[src/rtl/tok_reg_pkg.sv]
package tok_reg_pkg;
  localparam int unsigned DEPTH = 2;
  localparam int unsigned PTR_W = $clog2(DEPTH);
  localparam int unsigned CNT_W = $clog2(DEPTH + 1);

  typedef logic [PTR_W-1:0] ptr_t;
  typedef logic [CNT_W-1:0] cnt_t;

  typedef enum logic {
    WS_IDLE   = 1'b0,
    WS_RETIRE = 1'b1
  } wr_state_e;
endpackage

[src/rtl/tok_queue.sv]
module tok_queue
  import tok_reg_pkg::*;
#(
  parameter int unsigned DATA_W = 32
) (
  input  logic              clk_i,
  input  logic              rst_ni,
  input  logic              push_i,
  input  logic [DATA_W-1:0] push_data_i,
  input  logic              pop_i,
  output logic [DATA_W-1:0] head_o,
  output cnt_t              count_o
);
  localparam cnt_t CNT_ONE = cnt_t'(1);
  localparam cnt_t CNT_MAX = cnt_t'(DEPTH);

  logic [DATA_W-1:0] slot_q [DEPTH];
  ptr_t rd_ptr_q, wr_ptr_q;
  cnt_t count_q;

  for (genvar i = 0; i < DEPTH; i++) begin : g_slot
    always_ff @(posedge clk_i or negedge rst_ni) begin
      if (!rst_ni)                             slot_q[i] <= '0;
      else if (push_i && wr_ptr_q == ptr_t'(i)) slot_q[i] <= push_data_i;
    end
  end

  // reset leaves one zero token at slot 0
  always_ff @(posedge clk_i or negedge rst_ni) begin
    if (!rst_ni) begin
      rd_ptr_q <= '0;
      wr_ptr_q <= ptr_t'(1);
      count_q  <= CNT_ONE;
    end else begin
      if (push_i) wr_ptr_q <= wr_ptr_q + ptr_t'(1);
      if (pop_i)  rd_ptr_q <= rd_ptr_q + ptr_t'(1);
      case ({push_i, pop_i})
        2'b10:   count_q <= count_q + CNT_ONE;
        2'b01:   count_q <= count_q - CNT_ONE;
        default: count_q <= count_q;
      endcase
    end
  end

  assign head_o  = slot_q[rd_ptr_q];
  assign count_o = count_q;


  occupancy_range_chk: assert property (@(posedge clk_i) disable iff (!rst_ni)
    count_q >= CNT_ONE && count_q <= CNT_MAX);

  push_room_chk: assert property (@(posedge clk_i) disable iff (!rst_ni)
    push_i |-> count_q == CNT_ONE);

  pop_spare_chk: assert property (@(posedge clk_i) disable iff (!rst_ni)
    pop_i |-> count_q == CNT_MAX);
endmodule

[src/rtl/tok_wr_ctrl.sv]
module tok_wr_ctrl
  import tok_reg_pkg::*;
#(
  parameter bit ZERO_REG = 1'b0
) (
  input  logic clk_i,
  input  logic rst_ni,
  input  logic wr_valid_i,
  output logic wr_ready_o,
  output logic accept_o,
  output logic push_o,
  output logic pop_o,
  output logic busy_o,
  output logic done_o
);
  wr_state_e state_q, state_d;
  logic done_q;

  assign wr_ready_o = (state_q == WS_IDLE);
  assign accept_o   = wr_valid_i && wr_ready_o;
  assign busy_o     = (state_q == WS_RETIRE);

  // zero register keeps the handshake but never touches the queue
  if (ZERO_REG) begin : g_zero
    assign push_o = 1'b0;
    assign pop_o  = 1'b0;
  end else begin : g_live
    assign push_o = accept_o;
    assign pop_o  = busy_o;
  end

  always_comb begin
    state_d = state_q;
    unique case (state_q)
      WS_IDLE:   if (accept_o) state_d = WS_RETIRE;
      WS_RETIRE: state_d = WS_IDLE;
      default:   state_d = WS_IDLE;
    endcase
  end

  always_ff @(posedge clk_i or negedge rst_ni) begin
    if (!rst_ni) begin
      state_q <= WS_IDLE;
      done_q  <= 1'b0;
    end else begin
      state_q <= state_d;
      done_q  <= busy_o;
    end
  end

  assign done_o = done_q;


  done_pulse_chk: assert property (@(posedge clk_i) disable iff (!rst_ni)
    done_q |=> !done_q);

  done_after_retire_chk: assert property (@(posedge clk_i) disable iff (!rst_ni)
    busy_o |=> done_q);

  retire_follows_chk: assert property (@(posedge clk_i) disable iff (!rst_ni)
    accept_o |=> busy_o && !wr_ready_o);

  retire_one_cycle_chk: assert property (@(posedge clk_i) disable iff (!rst_ni)
    busy_o |=> wr_ready_o);
endmodule

[src/rtl/tok_reg_cell.sv]
module tok_reg_cell
  import tok_reg_pkg::*;
#(
  parameter int unsigned DATA_W   = 32,
  parameter bit          ZERO_REG = 1'b0
) (
  input  logic              clk_i,
  input  logic              rst_ni,
  input  logic              wr_valid_i,
  output logic              wr_ready_o,
  input  logic [DATA_W-1:0] wr_data_i,
  output logic              wr_done_o,
  output logic              rd_valid_o,
  input  logic              rd_ready_i,
  output logic [DATA_W-1:0] rd_data_o
);
  logic accept, push, pop, busy;
  cnt_t count;

  tok_wr_ctrl #(.ZERO_REG(ZERO_REG)) u_ctrl (
    .clk_i      (clk_i),
    .rst_ni     (rst_ni),
    .wr_valid_i (wr_valid_i),
    .wr_ready_o (wr_ready_o),
    .accept_o   (accept),
    .push_o     (push),
    .pop_o      (pop),
    .busy_o     (busy),
    .done_o     (wr_done_o)
  );

  tok_queue #(.DATA_W(DATA_W)) u_queue (
    .clk_i       (clk_i),
    .rst_ni      (rst_ni),
    .push_i      (push),
    .push_data_i (wr_data_i),
    .pop_i       (pop),
    .head_o      (rd_data_o),
    .count_o     (count)
  );

  // hide the outbox while two tokens may coexist
  assign rd_valid_o = !busy && (count == cnt_t'(1));


  rd_hidden_chk: assert property (@(posedge clk_i) disable iff (!rst_ni)
    accept |=> !rd_valid_o);

  copy_read_chk: assert property (@(posedge clk_i) disable iff (!rst_ni)
    (rd_valid_o && rd_ready_i && !accept) |=> rd_valid_o && $stable(rd_data_o));

  idle_hold_chk: assert property (@(posedge clk_i) disable iff (!rst_ni)
    (!busy && !wr_valid_i) |=> $stable(rd_data_o));

  if (ZERO_REG) begin : g_zero_chk

    zero_value_chk: assert property (@(posedge clk_i) disable iff (!rst_ni)
      rd_data_o == '0);
  end
endmodule

[config.mk]
export PLATFORM = sky130hd
export DESIGN_NAME = tok_reg_cell
export DESIGN_NICKNAME = d
export VERILOG_FILES = /design/src/rtl/tok_reg_pkg.sv /design/src/rtl/tok_queue.sv /design/src/rtl/tok_wr_ctrl.sv /design/src/rtl/tok_reg_cell.sv
export SDC_FILE = /design/constraint.sdc
export NUM_CORES = 1
export LEC_CHECK = 0
export BUFFER_PORTS_ARGS = -buffer_cell sky130_fd_sc_hd__buf_4
export CAP_MARGIN = 20
export CORE_ASPECT_RATIO = 1.75
export CORE_MARGIN = 1
export CORE_UTILIZATION = 45
export DETAILED_ROUTE_END_ITERATION = 12
export PLACE_DENSITY = 0.65
export SYNTH_ARGS = -nofsm -noshare
export SYNTH_HDL_FRONTEND = slang
export SYNTH_SLANG_ARGS = --single-unit
export TNS_END_PERCENT = 10
[constraint.sdc]
create_clock -name clk_i -period 3.1 [get_ports clk_i]
set_input_delay 0 -clock clk_i [delete_from_list [all_inputs] [get_ports clk_i]]
set_output_delay 0 -clock clk_i [all_outputs]
set_load 0.05 [all_outputs]
### After elaboration in Yosys (flattened, before gate mapping)

Index checks and enable logic that the tools add are counted.

* $add $sub $neg: 4
* eq/ne operators: 3
* reduce and logical (&&, ||, !) cells: 6
* order comparisons: 1
* bitwise gates (word level): 3
* mux-type cells: 6

Operator list (count)
* 32-bit two-way mux: 3
* 2-bit by 1-bit equality test with 1-bit output (second input constant): 2
* 1-bit logical AND: 4
* 2-bit one-hot mux with 2 select lines: 1
* 1-bit adder (second input constant): 2
* 2-bit by 1-bit adder with 2-bit output (second input constant): 1
* 2-bit equality test (second input constant): 1
* 2-bit >= comparator (second input constant): 1
* 1-bit inverter: 2
* 1-bit inverter with 2-bit output: 1
* 1-bit one-hot mux with 2 select lines: 1
* 2-bit nonzero test: 1
* 2-bit by 1-bit subtractor with 2-bit output (second input constant): 1
* 1-bit zero test: 1
* 1-bit two-way mux: 1

* output and inout port bits: 35
* bits of input ports: 36
* register bits after elaboration: 70
* word-level logic and storage cells: 30

### Depth between registers and ports, before layout

* depth after elaboration: 4
* mapped depth: 4
* depth with buffers taken out: 4

### By module

A second synthesis with hierarchy kept.

* cell total of the unflattened synthesis: 191
* area total of the unflattened synthesis: 3010.4 sq um

By module, submodules not included
* tok_queue: area an instance 2922.8 sq um, cells an instance 184, sequential area each 1704.1 sq um, times used 1
* tok_wr_ctrl: area an instance 75.1 sq um, cells an instance 6, sequential area each 50.0 sq um, times used 1
* tok_reg_cell: area an instance 12.5 sq um, cells an instance 1, sequential area each 0.0 sq um, times used 1

### Worst setup path before layout

Ideal clock, no wire load.

* path type: flip-flop to flip-flop
* from: register u_ctrl.state_q, in the netlist u_ctrl.busy_o
* to: register u_queue.slot_q[32] in the netlist's numbering
* data required time: 2.975 ns
* arrival time: 1.326 ns
* library setup time: 0.125 ns
* setup slack: 1.649 ns
* cell stages (with the launch flop): 5
* buffers on the path: 2
* period minus slack after synthesis: 1.451 ns
* cells stage by stage: dfrtp_1 > buf_2 > nor3b_4 > buf_6 > mux2_2

* word-level cells in the longest chain between the ends: 3

Ends and longest elaborated chain
* start, declared: RTL line tok_wr_ctrl.sv:16 `wr_state_e state_q, state_d;`
* start signal, assigned: RTL line tok_wr_ctrl.sv:46 `state_q <= state_d;`
* 1-bit inverter
* 1-bit logical AND: RTL line tok_wr_ctrl.sv:20 `assign accept_o = wr_valid_i && wr_ready_o;`
* 1-bit logical AND: RTL line tok_queue.sv:24 `else if (push_i && wr_ptr_q == ptr_t'(i)) slot_q[i] <= push_data_i;`
* end signal, assigned by index: RTL line tok_queue.sv:24
* end, declared: RTL line tok_queue.sv:17 `logic [DATA_W-1:0] slot_q [DEPTH];`

Every way passes these cells.
A chain may end at the register's enable or synchronous reset.

### Worst setup path after layout

* from: register u_queue.rd_ptr_q
* to: output port rd_data_o[25]

* word-level cells in the longest chain between the ends: 4

Ends and longest elaborated chain
* start, declared: RTL line tok_queue.sv:18 `ptr_t rd_ptr_q, wr_ptr_q;`
* start signal, assigned: RTL line tok_queue.sv:36 `if (pop_i) rd_ptr_q <= rd_ptr_q + ptr_t'(1);`
* 1-bit inverter with 2-bit output (not written as such): RTL line tok_queue.sv:45 `assign head_o = slot_q[rd_ptr_q];`
* 32-bit two-way mux (not written as such) (3 in series): RTL line tok_queue.sv:45
* end, declared: RTL line tok_reg_cell.sv:15 `output logic [DATA_W-1:0] rd_data_o`

Every way passes these cells. The select of a mux whose other input is x is not followed.

==> results.md <==
- Status: complete, no violations
- Max-cap viol count: 0
- Antenna Nets Post-Route: 0
- Max Clock Skew: roughly 0.0048 ns
- Die Wd: around 64 µm
- Final setup fails: 0
- Crit path time final: approximately 2.0 ns
- Area delta synth->final: 38.9%
- Synth top area cells: dfrtp_1 (56%), mux2_2 (34%), dfstp_2 (1.7%)
- Sequential share of the synthesized area: 57.8%
- DR iter-0 viols: 69
- Fmax: roughly 500 MHz
- Synth unique cells: 18
- Crit Path Max Fanout: 17
- Worst setup SP type: flop
- Post-CTS setup buffers: 0
- Num CTS Buffers: 9
- Vias: 1889
- Seq cells post-synth: 70
- Antenna diode count: 0
- Final Hold Viols: 0
- GRT Util Overall: around 18%
- Crit end category: output port
- Residual DRC: 0
- Dominant cell type by area after synthesis: dfrtp_1
- Post-Syn Area: 3040 µm²
- Worst slew margin: a little over two fifths
- Syn nets: between 200 and 250
- Cells after Synth: around 190
- Finished Cell Area: between 4000 and 5000 µm²
- Top Ports: a little over 70
- Core area: 6540 µm²
- Starting Density: a little under half
- Crit-path cells: buf_12, mux2_2, buf_4
- Hold Crit Class: in2async
- Placer Congestion: 0.675
- DP HPWL: between 3 and 4 mm
- H-tree lvl count: 3
- Layout fillers: between 500 and 600
- RSZ-0062 raised after global routing: no
- Required @ worst endpoint: roughly 3.1 ns
- Clock latency on the worst-skew pair: 0.33 ns
- DR WL/cell: around 15 µm
- Critical Path Max Stage Delay: 0.86 ns
- Crit path arrival time: about 2.0 ns
- CTS sink cnt: 70
- Ys flop type: dfrtp_1
- Resized cells post-CTS: 0
- Setup TNS Final: 0 ns
- Number of synthesized flops with an enable pin: 0
- Grt ovf: 0
- First-pass GRT wire length: between 9 and 10 mm
- Final Cycle Share: ~64%
- Initial antenna violation count: 0
- CP max-delay cell: dfrtp_1
- R2R cell count: 3
- 1st-pass router iterations: 2
- Clk buf depth: 2
- WHS: approximately 0.32 ns
- DR vias/cell: between 4 and 5
- Aggregate routed wire length: ~5.6 mm
- Reg clk slew, reported paths: 0.05 ns
- Largest net degree at the start of global routing: 71
- Worst slew pin tran: ~0.86 ns
- Async SR Flop Fraction: 100%
- Vias in the first global route: 2067
- DP Area: approximately 3600 µm²
- CTS tree: yes
- Yosys Warn Count: 0
- Share of cells above drive strength 1: between 50% and 60%
- Final max-slew violation count: 0
- CP Class: reg2out
- Syn Area/Cell: approximately 16 µm²
- Die Y: between 100 and 150 µm
- Synth top area share: roughly 56%
- # rows: 39
- Post-CTS Hold Buffers: 34
- Root Driver: clkbuf_16
- Final nets: approximately 330
- Port Buffers: slightly below 70
- Die ar.: 7090 µm²
==> logic make-up after synthesis <==
logic type      count (synthesis)  synth area share [%]
simple gates                    8                  2.47
compound gates                  1                 0.206
xor+xnor                        3                 0.866
buf+inv                        13                  2.64
flops                          70                  57.8
fa+ha+maj                       1                 0.412
mux                            96                  35.6
==> Yosys cell counts, drive strengths merged (2+ instances only) <==
cell and count:
mux2 96, dfrtp 68, buf 10, nor2b 3, dfstp 2, inv 2, xor2 2
==> per-stage QoR <==
stage / instances / setup WS (ns) / util (%)
after floorplan: 192 / 1.65 / -
after global placement: 334 / 1.21 / 55.2
after detailed placement: 334 / 1.19 / 55.2
after CTS: 384 / 1.05 / 64.5
after global routing: 384 / 0.996 / 64.5
final: 384 / 1.10 / 64.5
==> flip-flops by register name, summed over array words and instances, names as in the netlist <==
register / flops
u_queue.count_o: 2
u_queue.rd_ptr_q: 1
u_queue.slot_q: 64
u_ctrl.busy_o: 1
u_ctrl.done_o: 1
u_queue.wr_ptr_q: 1
==> cells in the final DEF, fill, tap and decap left out, drive strengths merged <==
master and count:
clkbuf 14, ha 1, nor3b 1, dfstp 2, a31oi 1, inv 2
nand3b 1, or2b 1, xor2 2, buf 71, nor2 1, dfrtp 68
nor2b 3, mux2 96, clkinv 2, dlygate4sd3 34, xnor2 1, nand2b 1
==> final timing paths <==
check / start / endpoint / slack (ns)
min in group clk_i: wr_data_i[5] / u_queue.slot_q[5] / 0.43
max in group asynchronous: rst_ni / u_queue.slot_q[46] / 2.21
hold / removal: rst_ni / u_queue.slot_q[30] / 0.32
setup reg to reg: u_ctrl.busy_o / u_queue.slot_q[50] / 1.21
hold reg to reg: u_queue.slot_q[5] / u_queue.slot_q[5] / 0.49
setup / recovery: u_queue.rd_ptr_q / rd_data_o[25] / 1.10
==> critical path, delay by kind of cell, from the launching register on <==
kind	cells	cell delay, ns
DFF	1	0.86
buffers and inverters	2	0.44
muxes	1	0.36
==> cell type report <==
type / instances / area (µm²) / share of cell area, %
clock buffers: 14 / 254 / 6.03
repair buffers: 105 / 886 / 21.0
well taps: 82 / 103 / 2.43
inverters: 2 / 7.51 / 0.178
flip-flops and latches: 70 / 1750 / 41.6
clock inverters: 2 / 10.0 / 0.237
multi-input cells: 109 / 1200 / 28.5
==> metal layers <==
metal  global-route usage [%]  up-vias  share of wire (%)
met2                     30.1       50                 49
li1                         -      888                  -
met5                        0        -                  0
met3                     4.13       10                4.0
met1                     20.5      941                 44
met4                     12.7        0                2.9
Power is left out: the tool's default activity adds up to more than one toggle a clock period on the data nets, which glitch-free logic cannot reach.
